`config.mk`:
```
export PLATFORM = sky130hd
export DESIGN_NAME = req_tracker
export DESIGN_NICKNAME = d
export VERILOG_FILES = /design/src/rtl/rt_pkg.sv /design/src/rtl/rt_table.sv /design/src/rtl/rt_watchdog.sv /design/src/rtl/rt_stall_ctr.sv /design/src/rtl/req_tracker.sv
export SDC_FILE = /design/constraint.sdc
export NUM_CORES = 2
export LEC_CHECK = 0
export ABC_CLOCK_PERIOD_IN_PS = 7100
export BUFFER_PORTS_ARGS = -buffer_cell sky130_fd_sc_hd__buf_2
export CAP_MARGIN = 20
export CORE_UTILIZATION = 62
export CTS_CLUSTER_DIAMETER = 200
export CTS_CLUSTER_SIZE = 14
export DETAILED_ROUTE_END_ITERATION = 10
export PLACE_DENSITY_LB_ADDON = 0.1
export SYNTH_ARGS = -nofsm -noshare
export SYNTH_HDL_FRONTEND = slang
export SYNTH_SLANG_ARGS = --single-unit
```
`constraint.sdc`:
```
create_clock -name clk -period 7.1 [get_ports clk]
set_input_delay 0.71 -clock clk [delete_from_list [all_inputs] [get_ports clk]]
set_output_delay 0.71 -clock clk [all_outputs]
set_load 0.01 [all_outputs]
```
`src/rtl/rt_pkg.sv`:
```
package rt_pkg;

  typedef enum logic [2:0] {
    K_LOAD    = 3'd0,
    K_FETCH   = 3'd1,
    K_STORE   = 3'd2,
    K_ATOM_RD = 3'd3,
    K_ATOM_WR = 3'd4,
    K_RSV_RD  = 3'd5,
    K_CND_WR  = 3'd6
  } kind_e;

  typedef enum logic [1:0] {
    RC_ACCEPT  = 2'd0,
    RC_ALIAS   = 2'd1,
    RC_FULL    = 2'd2,
    RC_BADSPAN = 2'd3
  } rcode_e;

  // Stall counter slots
  localparam int ST_RD_ON_RD = 0;
  localparam int ST_RD_ON_WR = 1;
  localparam int ST_WR_ON_RD = 2;
  localparam int ST_WR_ON_WR = 3;

  // kinds that occupy the write-class table
  function automatic logic uses_wr_table(input logic [2:0] k);
    return (k >= 3'd2) && (k <= 3'd6);
  endfunction

  // kinds counted as readers when blocked by a write entry
  function automatic logic reader_vs_wr(input logic [2:0] k);
    return (k == K_LOAD) || (k == K_FETCH) || (k == K_ATOM_RD);
  endfunction

  // kinds counted as writers when blocked by a read entry
  function automatic logic writer_vs_rd(input logic [2:0] k);
    return (k == K_STORE) || (k == K_ATOM_WR);
  endfunction

endpackage

```
`src/rtl/rt_table.sv`:
```
module rt_table #(
  parameter int DEPTH  = 4,
  parameter int LINE_W = 26,
  parameter int ID_W   = 8,
  parameter int TS_W   = 16,
  parameter int THRESH = 1024,
  localparam int CNT_W = $clog2(DEPTH + 1)
) (
  input  logic              clk,
  input  logic              rst_n,
  input  logic [LINE_W-1:0] look_line,
  output logic              look_hit,
  input  logic              alloc_en,
  input  logic [LINE_W-1:0] alloc_line,
  input  logic [ID_W-1:0]   alloc_id,
  input  logic [TS_W-1:0]   alloc_ts,
  input  logic              free_en,
  input  logic [LINE_W-1:0] free_line,
  output logic              free_hit,
  output logic [ID_W-1:0]   free_id,
  output logic [TS_W-1:0]   free_ts,
  input  logic [TS_W-1:0]   now,
  output logic              stale_any,
  output logic [CNT_W-1:0]  occ
);

  logic [DEPTH-1:0]  vld;
  logic [DEPTH-1:0]  look_vec, free_vec, stale_vec, slot_vec;
  logic [LINE_W-1:0] line_q [DEPTH];
  logic [ID_W-1:0]   id_q   [DEPTH];
  logic [TS_W-1:0]   ts_q   [DEPTH];

  function automatic logic [TS_W-1:0] age_of(input logic [TS_W-1:0] t_now,
                                             input logic [TS_W-1:0] t_then);
    return t_now - t_then;
  endfunction

  // Fully associative compares, one set per entry
  for (genvar g = 0; g < DEPTH; g++) begin : g_cmp
    assign look_vec[g]  = vld[g] && (line_q[g] == look_line);
    assign free_vec[g]  = vld[g] && (line_q[g] == free_line);
    assign stale_vec[g] = vld[g] && (age_of(now, ts_q[g]) >= TS_W'(THRESH));
  end

  assign look_hit  = |look_vec;
  assign free_hit  = |free_vec;
  assign stale_any = |stale_vec;

  // Lowest free slot
  always_comb begin : pick_slot
    logic taken;
    taken    = 1'b0;
    slot_vec = '0;
    for (int i = 0; i < DEPTH; i++) begin
      if (!vld[i] && !taken) begin
        slot_vec[i] = 1'b1;
        taken       = 1'b1;
      end
    end
  end

  always_comb begin
    free_id = '0;
    free_ts = '0;
    occ     = '0;
    for (int i = 0; i < DEPTH; i++) begin
      if (free_vec[i]) begin
        free_id = free_id | id_q[i];
        free_ts = free_ts | ts_q[i];
      end
      occ = occ + CNT_W'(vld[i]);
    end
  end

  always_ff @(posedge clk or negedge rst_n) begin
    if (!rst_n) begin
      vld <= '0;
      for (int i = 0; i < DEPTH; i++) begin
        line_q[i] <= '0;
        id_q[i]   <= '0;
        ts_q[i]   <= '0;
      end
    end else begin
      for (int i = 0; i < DEPTH; i++) begin
        if (free_en && free_vec[i]) begin
          vld[i] <= 1'b0;
        end else if (alloc_en && slot_vec[i]) begin
          vld[i]    <= 1'b1;
          line_q[i] <= alloc_line;
          id_q[i]   <= alloc_id;
          ts_q[i]   <= alloc_ts;
        end
      end
    end
  end

  // a line is never stored twice
  a_r2_single_match: assert property (@(posedge clk) disable iff (!rst_n)
    $onehot0(look_vec));

  // allocation only happens with room left
  a_r3_room_on_alloc: assert property (@(posedge clk) disable iff (!rst_n)
    alloc_en |-> !(&vld));

endmodule

```
`src/rtl/rt_watchdog.sv`:
```
module rt_watchdog #(
  parameter int THRESH = 1024,
  localparam int TM_W  = $clog2(THRESH + 1)
) (
  input  logic clk,
  input  logic rst_n,
  input  logic arm,
  input  logic busy,
  input  logic stale_any,
  output logic check_now,
  output logic deadlock
);

  logic            armed;
  logic [TM_W-1:0] timer;

  assign check_now = armed && (timer == TM_W'(THRESH - 1));

  always_ff @(posedge clk or negedge rst_n) begin
    if (!rst_n) begin
      armed    <= 1'b0;
      timer    <= '0;
      deadlock <= 1'b0;
    end else if (!armed) begin
      if (arm) begin
        armed <= 1'b1;
        timer <= '0;
      end
    end else if (check_now) begin
      timer <= '0;
      if (stale_any) deadlock <= 1'b1;
      if (!busy && !arm) armed <= 1'b0;
    end else begin
      timer <= timer + 1'b1;
    end
  end

  // the flag is sticky
  a_r9_sticky: assert property (@(posedge clk) disable iff (!rst_n)
    deadlock |=> deadlock);

  // the flag only rises after a scheduled check
  a_r9_rise_on_check: assert property (@(posedge clk) disable iff (!rst_n)
    $rose(deadlock) |-> $past(check_now));

endmodule

```
`src/rtl/rt_stall_ctr.sv`:
```
module rt_stall_ctr #(
  parameter int W = 16
) (
  input  logic              clk,
  input  logic              rst_n,
  input  logic [3:0]        bump,
  output logic [3:0][W-1:0] cnt
);

  always_ff @(posedge clk or negedge rst_n) begin
    if (!rst_n) begin
      cnt <= '0;
    end else begin
      for (int i = 0; i < 4; i++) begin
        if (bump[i]) cnt[i] <= cnt[i] + 1'b1;
      end
    end
  end

  // one rejection bumps at most one counter
  a_r10_single_bump: assert property (@(posedge clk) disable iff (!rst_n)
    $onehot0(bump));

endmodule

```
`src/rtl/req_tracker.sv`:
```
module req_tracker
  import rt_pkg::*;
#(
  parameter int ADDR_W     = 32,
  parameter int LINE_BYTES = 64,
  parameter int MAX_OUT    = 4,
  parameter int ID_W       = 8,
  parameter int TS_W       = 16,
  parameter int DL_THRESH  = 1024,
  parameter int STALL_W    = 16,
  localparam int OFF_W  = $clog2(LINE_BYTES),
  localparam int LEN_W  = OFF_W + 1,
  localparam int LINE_W = ADDR_W - OFF_W,
  localparam int CNT_W  = $clog2(MAX_OUT + 1)
) (
  input  logic               clk,
  input  logic               rst_n,
  input  logic               req_valid,
  input  logic [2:0]         req_kind,
  input  logic [ADDR_W-1:0]  req_addr,
  input  logic [LEN_W-1:0]   req_len,
  output logic [1:0]         req_code,
  output logic [ID_W-1:0]    req_id,
  input  logic               cpl_valid,
  input  logic               cpl_is_write,
  input  logic [ADDR_W-1:0]  cpl_addr,
  output logic               cpl_done,
  output logic               cpl_orphan,
  output logic [ID_W-1:0]    cpl_id,
  output logic [TS_W-1:0]    cpl_latency,
  output logic [CNT_W-1:0]   occ_count,
  output logic               deadlock,
  output logic [STALL_W-1:0] stall_rd_on_rd,
  output logic [STALL_W-1:0] stall_rd_on_wr,
  output logic [STALL_W-1:0] stall_wr_on_rd,
  output logic [STALL_W-1:0] stall_wr_on_wr
);

  function automatic logic span_overrun(input logic [OFF_W-1:0] off,
                                        input logic [LEN_W-1:0] len);
    logic [LEN_W:0] end_byte;
    end_byte = {2'b00, off} + {1'b0, len};
    return end_byte > (LEN_W + 1)'(LINE_BYTES);
  endfunction

  function automatic logic [TS_W-1:0] elapsed(input logic [TS_W-1:0] t_now,
                                              input logic [TS_W-1:0] t_then);
    return t_now - t_then;
  endfunction

  // Internal events, named for the assertions
  logic              ev_accept, ev_alias, ev_full, ev_badspan;
  logic              ev_alloc_rd, ev_alloc_wr;
  logic              ev_free_rd, ev_free_wr;
  logic              ev_check;
  logic [LINE_W-1:0] req_line, cpl_line;
  logic              hit_rd, hit_wr;
  logic              fhit_rd, fhit_wr;
  logic [ID_W-1:0]   fid_rd, fid_wr;
  logic [TS_W-1:0]   fts_rd, fts_wr;
  logic              stale_rd, stale_wr;
  logic [CNT_W-1:0]  occ_rd, occ_wr;
  logic [CNT_W-1:0]  occ_q;
  logic [ID_W-1:0]   id_q;
  logic [TS_W-1:0]   now_q;
  logic              is_wr_kind;
  logic [3:0]        bump;
  logic [3:0][STALL_W-1:0] stall_cnt;

  assign req_line   = req_addr[ADDR_W-1:OFF_W];
  assign cpl_line   = cpl_addr[ADDR_W-1:OFF_W];
  assign is_wr_kind = uses_wr_table(req_kind);

  // R4 > R2 > R3 > R5 priority
  always_comb begin
    if (span_overrun(req_addr[OFF_W-1:0], req_len))  req_code = RC_BADSPAN;
    else if (hit_wr || hit_rd)                        req_code = RC_ALIAS;
    else if (occ_q >= CNT_W'(MAX_OUT))                req_code = RC_FULL;
    else                                              req_code = RC_ACCEPT;
  end

  assign ev_accept   = req_valid && (req_code == RC_ACCEPT);
  assign ev_alias    = req_valid && (req_code == RC_ALIAS);
  assign ev_full     = req_valid && (req_code == RC_FULL);
  assign ev_badspan  = req_valid && (req_code == RC_BADSPAN);
  assign ev_alloc_rd = ev_accept && !is_wr_kind;
  assign ev_alloc_wr = ev_accept && is_wr_kind;
  assign ev_free_rd  = cpl_valid && !cpl_is_write;
  assign ev_free_wr  = cpl_valid && cpl_is_write;
  assign req_id      = id_q;

  rt_table #(
    .DEPTH(MAX_OUT), .LINE_W(LINE_W), .ID_W(ID_W), .TS_W(TS_W), .THRESH(DL_THRESH)
  ) rd_tab_i (
    .clk, .rst_n,
    .look_line(req_line), .look_hit(hit_rd),
    .alloc_en(ev_alloc_rd), .alloc_line(req_line), .alloc_id(id_q), .alloc_ts(now_q),
    .free_en(ev_free_rd), .free_line(cpl_line), .free_hit(fhit_rd),
    .free_id(fid_rd), .free_ts(fts_rd),
    .now(now_q), .stale_any(stale_rd), .occ(occ_rd)
  );

  rt_table #(
    .DEPTH(MAX_OUT), .LINE_W(LINE_W), .ID_W(ID_W), .TS_W(TS_W), .THRESH(DL_THRESH)
  ) wr_tab_i (
    .clk, .rst_n,
    .look_line(req_line), .look_hit(hit_wr),
    .alloc_en(ev_alloc_wr), .alloc_line(req_line), .alloc_id(id_q), .alloc_ts(now_q),
    .free_en(ev_free_wr), .free_line(cpl_line), .free_hit(fhit_wr),
    .free_id(fid_wr), .free_ts(fts_wr),
    .now(now_q), .stale_any(stale_wr), .occ(occ_wr)
  );

  // Completion side
  assign cpl_done    = cpl_is_write ? (cpl_valid && fhit_wr) : (cpl_valid && fhit_rd);
  assign cpl_orphan  = cpl_valid && !cpl_done;
  assign cpl_id      = cpl_is_write ? fid_wr : fid_rd;
  assign cpl_latency = elapsed(now_q, cpl_is_write ? fts_wr : fts_rd);

  always_ff @(posedge clk or negedge rst_n) begin
    if (!rst_n) begin
      occ_q <= '0;
      id_q  <= '0;
      now_q <= '0;
    end else begin
      now_q <= now_q + 1'b1;
      if (ev_accept) id_q <= id_q + 1'b1;
      occ_q <= occ_q + CNT_W'(ev_accept) - CNT_W'(cpl_done);
    end
  end
  assign occ_count = occ_q;

  rt_watchdog #(.THRESH(DL_THRESH)) wdog_i (
    .clk, .rst_n,
    .arm(ev_accept), .busy(occ_q != '0), .stale_any(stale_rd || stale_wr),
    .check_now(ev_check), .deadlock(deadlock)
  );

  // Stall attribution
  always_comb begin
    bump = '0;
    if (ev_alias) begin
      if (hit_wr) begin
        if (reader_vs_wr(req_kind)) bump[ST_RD_ON_WR] = 1'b1;
        else                        bump[ST_WR_ON_WR] = 1'b1;
      end else begin
        if (writer_vs_rd(req_kind)) bump[ST_WR_ON_RD] = 1'b1;
        else                        bump[ST_RD_ON_RD] = 1'b1;
      end
    end
  end

  rt_stall_ctr #(.W(STALL_W)) stall_i (
    .clk, .rst_n, .bump(bump), .cnt(stall_cnt)
  );

  assign stall_rd_on_rd = stall_cnt[ST_RD_ON_RD];
  assign stall_rd_on_wr = stall_cnt[ST_RD_ON_WR];
  assign stall_wr_on_rd = stall_cnt[ST_WR_ON_RD];
  assign stall_wr_on_wr = stall_cnt[ST_WR_ON_WR];

  // running count matches the table contents
  a_r6_occ_matches: assert property (@(posedge clk) disable iff (!rst_n)
    {1'b0, occ_q} == ((CNT_W + 1)'(occ_rd) + (CNT_W + 1)'(occ_wr)));

  // never more than MAX_OUT outstanding
  a_r3_no_overflow: assert property (@(posedge clk) disable iff (!rst_n)
    occ_q <= CNT_W'(MAX_OUT));

  // a bad-span request alone leaves occupancy untouched
  a_r4_badspan_inert: assert property (@(posedge clk) disable iff (!rst_n)
    (ev_badspan && !cpl_valid) |=> $stable(occ_q));

  // IDs advance by one per accept
  a_r5_id_advances: assert property (@(posedge clk) disable iff (!rst_n)
    ev_accept |=> (req_id == $past(req_id) + 1'b1));

  // a lone completion drops the count by one
  a_r7_count_drops: assert property (@(posedge clk) disable iff (!rst_n)
    (cpl_done && !ev_accept) |=> (occ_q == $past(occ_q) - 1'b1));

  // an orphan completion with no request leaves occupancy alone
  a_r8_orphan_inert: assert property (@(posedge clk) disable iff (!rst_n)
    (cpl_orphan && !req_valid) |=> $stable(occ_q));

endmodule

```
# Yosys cells after proc, flatten, opt, wreduce, memory -nomap -nowiden
# Cells that the tools add are included.
[op_classes] addsub=19 n_lt_le_gt_ge=12 eq_ne=22 mux=66 bitwise_logic=20 reduce_logical=105
[ops] operator="26-bit == test" n=16
[ops] operator="16-bit two-way mux" n=9
[ops] operator="16-bit subtractor" n=9
[ops] operator="16-bit by 11-bit greater-or-equal comparator with 1-bit output, second input constant" n=8
[ops] operator="16-bit OR" n=6
[ops] operator="16-bit by 1-bit adder with 16-bit output, second input constant" n=5
[ops] operator="8-bit two-way mux" n=9
[ops] operator="1-bit logical AND" n=58
[ops] operator="8-bit OR" n=6
[ops] operator="1-bit two-way mux" n=41
[ops] operator="11-bit two-way mux" n=3
[ops] operator="4-bit OR reduction" n=6
[ops] operator="2-bit nonzero test" n=9
[ops] operator="2-bit AND reduction" n=8
[ops] operator="1-bit zero test" n=15
[ops] operator="11-bit by 1-bit adder with 11-bit output, second input constant" n=1
[ops] operator="11-bit by 10-bit == test with 1-bit output, second input constant" n=1
[ops] operator="6-bit by 7-bit adder with 8-bit output" n=1
[ops] operator="8-bit by 1-bit adder with 8-bit output, second input constant" n=1
[ops] operator="8-bit by 7-bit > comparator with 1-bit output, second input constant" n=1
[ops] operator="1-bit NOT" n=8
[ops] operator="3-bit by 2-bit == test with 1-bit output, second input constant" n=2
[ops] operator="2-bit two-way mux" n=3
[ops] operator="1-bit logical OR" n=5
[ops] operator="13 further kinds" n=13
[word_totals] ff_bits=512 inputBits=79 out_inout_bits=104 word_cells=286

# Longest topological paths before layout
[depth] word_depth=13 ltp_mapped=22 ltp_nobuf=20

# Hierarchy
# Synthesis repeated with hierarchy kept, for this count alone.
[unflattened] hier_cells=2888 area_unflattened_um2=30960.9
[by_module_without_submodules] module="rt_table at rd_tab_i" instances=1 cells_each=1172 area_each_um2=12568.3 seq_area_each_um2=5104.9
[by_module_without_submodules] module="rt_table at wr_tab_i" instances=1 cells_each=1152 area_each_um2=12443.2 seq_area_each_um2=5104.9
[by_module_without_submodules] module="rt_stall_ctr" instances=1 cells_each=227 area_each_um2=2735.1 seq_area_each_um2=1601.5
[by_module_without_submodules] module="req_tracker" instances=1 cells_each=264 area_each_um2=2492.4 seq_area_each_um2=675.6
[by_module_without_submodules] module="rt_watchdog" instances=1 cells_each=73 area_each_um2=721.9 seq_area_each_um2=325.3

# Worst setup path after synthesis
# Ideal clock, no wire load.
[synth_path] path_kind="input -> output" start="input cpl_addr[19]" end="output cpl_latency[14]" t_arrival_ns=4.844 required_time_ns=6.390 setup_slack_ns=1.546 cell_stages=22 n_path_buf=3 path_cell_list="clkbuf_1 > xor2_1 > or4_1 > nor2_1 > and3_1 > and4_1 > clkbuf_1 > clkbuf_1 > a22oi_1 > a31oi_1 > ha_1 > fa_1 > nor2b_1 > o21ai_0 > a21boi_0 > o21ai_0 > a21boi_0 > o21ai_0 > a21oi_1 > o41ai_1 > nand2_1 > o211ai_1"
[synth_between] elab_chain_len=11 elab_cells_between_ends=32 cone_classes="add/sub (1); eq/ne (8); mux (9); bitwise (6); reduce/logical (8)"
[synth_lines] item="start, declared" line_no="req_tracker.sv:26" rtl="input logic [ADDR_W-1:0] cpl_addr,"
[synth_lines] item="26-bit == test" line_no="rt_table.sv:41" rtl="assign free_vec[g] = vld[g] && (line_q[g] == free_line);"
[synth_lines] item="1-bit logical AND" line_no="rt_table.sv:41"
[synth_lines] item="16-bit two-way mux" line_no="rt_table.sv:67" rtl="if (free_vec[i]) begin"
[synth_lines] item="16-bit OR" line_no="rt_table.sv:69" rtl="free_ts = free_ts | ts_q[i];"
[synth_lines] item="16-bit two-way mux" line_no="rt_table.sv:67"
[synth_lines] item="16-bit OR" line_no="rt_table.sv:69"
[synth_lines] item="16-bit two-way mux" line_no="rt_table.sv:67"
[synth_lines] item="16-bit OR" line_no="rt_table.sv:69"
[synth_lines] item="16-bit two-way mux" line_no="rt_table.sv:67"
[synth_lines] item="16-bit two-way mux (*)" line_no="req_tracker.sv:118" rtl="assign cpl_latency = elapsed(now_q, cpl_is_write ? fts_wr : fts_rd);"
[synth_lines] item="16-bit subtractor (*)" line_no="req_tracker.sv:48" rtl="return t_now - t_then;"
[synth_lines] item="end, declared" line_no="req_tracker.sv:30" rtl="output logic [TS_W-1:0] cpl_latency,"
# Mark *: on every way between the ends. The rest lies on a longest branch, timed or not.

# Worst setup path in the final report
[layout_path] start="register wr_tab_i.line_q[39] in the netlist's numbering" end="output cpl_latency[14]"
[layout_between] elab_chain_len=7
[layout_lines] item="start, declared" line_no="rt_table.sv:29" rtl="logic [LINE_W-1:0] line_q [DEPTH];"
[layout_lines] item="start signal, assigned by index" line_no="rt_table.sv:89" rtl="line_q[i] <= alloc_line;"
[layout_lines] item="26-bit == test (*)" line_no="rt_table.sv:41"
[layout_lines] item="1-bit logical AND (*)" line_no="rt_table.sv:41"
[layout_lines] item="16-bit two-way mux (*)" line_no="rt_table.sv:67"
[layout_lines] item="16-bit OR" line_no="rt_table.sv:69"
[layout_lines] item="16-bit two-way mux (*)" line_no="rt_table.sv:67"
[layout_lines] item="16-bit two-way mux (*)" line_no="req_tracker.sv:118"
[layout_lines] item="16-bit subtractor (*)" line_no="req_tracker.sv:48"
# Marked as above.

==> impl_metrics.ini <==
[status]
status = completed

[final_layout]
synthToLayoutAreaGrowth_pct = 7.81
fin_nets = 3330
drive_gt1_frac = 0.210
fillerInstances = 3927
finalInstanceArea_sq_um = 34000

[floorplan]
rows = 82
die_area_sq_um = 51800
die_x_um = 228
die_h_um = 228
initial_utilization = 0.629
core_sq_um = 50200
io_pins = 183

[synthesis]
synth_nets = 3234
async_flop_share = 1.00
ys.flop_type = dfrtp_1
syn_avg_cell_area_sq_um = 10.5
synth_seq_cells = 512
synthCells = 3002
synth_area_sq_um = 31500
synth.distinct_cells = 77
synth.yosys.seq_area_share = 0.406
synth_edf_count = 0
yosysWarnings = 0

[clock_network]
cts_setup_buffers = 0
clkTransAtPathRegs_ps = 70
cts-resized-gates = 0
cts_buffers = 42
clockBufferDepth = 3
cts-htree-levels = 2
cts_hold_buf = 0
cts_root_buf = clkbuf_16
clkLatencyLatePin_ps = 600
cts_tree = yes
clock-sinks = 512

[sta]
finalHoldViolations = 0
setup_viol = 0
worstMarginPinSlew_ps = 1170
fin_crit_sh = 0.915
rsz0062_at_grt = false
maxSlewViolCount = 0
skew_ps = 23.3
setup_ws_ps = 601
period_minus_slack_ps = 6500
relSlewSlack = 0.223
fmax_ghz = 0.154
setup_tns_ps = 0

[critical_path]
startpoint_type = flop
endpoint_kind = output pin
cpMostUsedCell = o21ai_0
max_stage_delay_ps = 620
critPathKind = flop to output pin
crit_chain = xor2_1, or4_1, nor2_1, and3_1, and4_1, a22oi_1, a31oi_1, ha_1, fa_1, nor2b_1, o21ai_0, a21boi_0, o21ai_0, a21boi_0, o21ai_0, a21oi_1, o41ai_1, nand2_1, o211ai_1, buf_2
crit_fanout = 6
crit_path_top_delay_cell = and4_1
cp_data_arrival_time_ps = 5790
crit_required_ps = 6390

[drt]
drt-total-wl_mm = 94.4
drt-vias-per-instance = 6.36
top_layer_used = met4
drt_iter0_drc = 2083
met2_wirelength_mm = 43.8
wl_met1_mm = 40.0
postRouteAntennaNets = 0
drcViolationCount = 0
wire_per_inst_um = 25.0
first_pass_iters = 6
wl_met3_mm = 5.36
via_count = 23995

[min_path]
hold_class = primary input to async pin

[power_and_ir_drop]
power_density_nw_per_um2 = 302
peakVddDrop_v = 0.000294
power_mw = 10.3
p_leak_nw = 15.5

[global_routing]
grt_pass1_vias = 23814
grt_pass1_wl_mm = 142
antenna_found_initial = 1
grtUsageTotal = 0.368
grt_max_degree = 164
gr-total-overflow = 0

[placement]
dpl_cell_area_sq_um = 32900
gp_congestion = 0.939
preCtsSetupSlack_ps = 808
dp_hpwl_mm = 64.8
portBuffers = 176

[job]
maxCapViolCount = 0
## cell usage in the layout (no fill, tap or decap), types with 8 or more instances in the layout
cell	instances
a21o_1	23
a21oi_1	50
a22o_1	22
a22oi_1	51
a31oi_1	20
and3_1	23
and4_1	13
buf_2	175
buf_4	54
clkbuf_16	43
dfrtp_1	512
ha_1	150
inv_1	148
mux2_2	294
mux2_4	47
mux2i_1	11
nand2_1	152
nand2b_1	12
nand3_1	74
nand4_1	151
nor2_1	100
nor2b_1	22
nor3_1	56
nor4_1	44
o21a_1	11
o21ai_0	112
o22ai_1	31
o31ai_1	20
or2_2	8
or4_1	12
xnor2_1	401
xor2_1	134
## layout make-up
type,instances,area [sq um],share of cell area
clock buffer,43,1080,0.0316
tap,672,841,0.0247
sequential,512,12800,0.377
antenna,1,2.50,0.0000736
clock inverter,2,17.5,0.000515
timing repair buffer,233,1360,0.0399
inverter,148,556,0.0163
multi-input combinational,2161,17400,0.510
## where the power goes
part           internal [mW]  leakage, nW  total, mW  switching [mW]
Clock                   1.07        0.539       2.15            1.08
Combinational           1.74         8.40       3.45            1.71
Sequential              3.77         6.58       4.66           0.894
Total                   6.58         15.5       10.3            3.69
## per-layer routing
layer,vias up,global-route usage
met1,12120,0.490
met5,-,0
met4,0,0.196
met2,866,0.586
li1,10777,-
met3,232,0.0485
## synthesized netlist by cell type, types with 22 or more instances
library cell / n / area (sq um)
ha_1: 150 / 1880
a21o_1: 23 / 173
nand3_1: 74 / 370
a22oi_1: 51 / 383
a21oi_1: 50 / 250
a22o_1: 22 / 193
buf_4: 26 / 195
dfrtp_1: 512 / 12800
xnor2_1: 401 / 3510
and3_1: 23 / 144
o22ai_1: 31 / 194
nand2_1: 152 / 571
mux2_4: 47 / 706
nor4_1: 45 / 282
nor2b_1: 22 / 138
xor2_1: 134 / 1170
mux2_2: 294 / 3310
buf_2: 60 / 300
o21ai_0: 112 / 561
clkbuf_1: 87 / 327
inv_1: 148 / 556
nor3_1: 57 / 285
nand4_1: 151 / 945
nor2_1: 100 / 375
## final timing paths
kind                                            startpoint                              end  slack, ps  cells after the start
min in group clk               stall_i.cnt[47]$_DFFE_PN0P_      stall_i.cnt[47]$_DFFE_PN0P_        470                      1
max in group asynchronous                            rst_n  wr_tab_i.line_q[35]$_DFFE_PN0P_       5570                      2
hold reg to reg                stall_i.cnt[47]$_DFFE_PN0P_      stall_i.cnt[47]$_DFFE_PN0P_        470                      1
setup / recovery           wr_tab_i.line_q[39]$_DFFE_PN0P_                  cpl_latency[14]        600                     20
hold / removal                                       rst_n      stall_i.cnt[41]$_DFFE_PN0P_        130                      1
setup reg to reg           wr_tab_i.line_q[98]$_DFFE_PN0P_    wr_tab_i.id_q[31]$_DFFE_PN0P_       2000                     12
## flip-flops by register name, indices dropped and copies added, names as in the netlist
register,count
occ_count,3
stall_i.cnt,64
wr_tab_i.line_q,104
rd_tab_i.ts_q,64
wdog_i.timer,11
wdog_i.deadlock,1
rd_tab_i.id_q,32
wr_tab_i.vld,4
rd_tab_i.vld,4
wdog_i.armed,1
req_id,8
wr_tab_i.ts_q,64
wr_tab_i.id_q,32
rd_tab_i.line_q,104
now_q,16
## worst max-delay path, delay by kind of cell (launching register included)
kind | cells | cell delay [ps]
compound gates | 10 | 2370
xor+xnor | 1 | 170
fa+ha+maj | 2 | 470
buf+inv | 1 | 150
flops | 1 | 410
simple gates | 6 | 1620
## cells by family after synthesis
family,after synthesis,synth area share
compound gates,396,0.0822
xor+xnor,535,0.149
simple gates,720,0.123
fa+ha+maj,153,0.0614
mux,357,0.133
flops,512,0.406
buf+inv,329,0.0460
## through the flow
stage | hold WS, ps | util | instances
after global routing | 202 | 0.678 | 3771
after floorplan | 414 | - | 3002
after global placement | 450 | 0.656 | 3726
after detailed placement | 456 | 0.656 | 3726
after CTS | 163 | 0.678 | 3771
final | 128 | 0.678 | 3772
No activity file was read; power rests on OpenSTA's default activity.
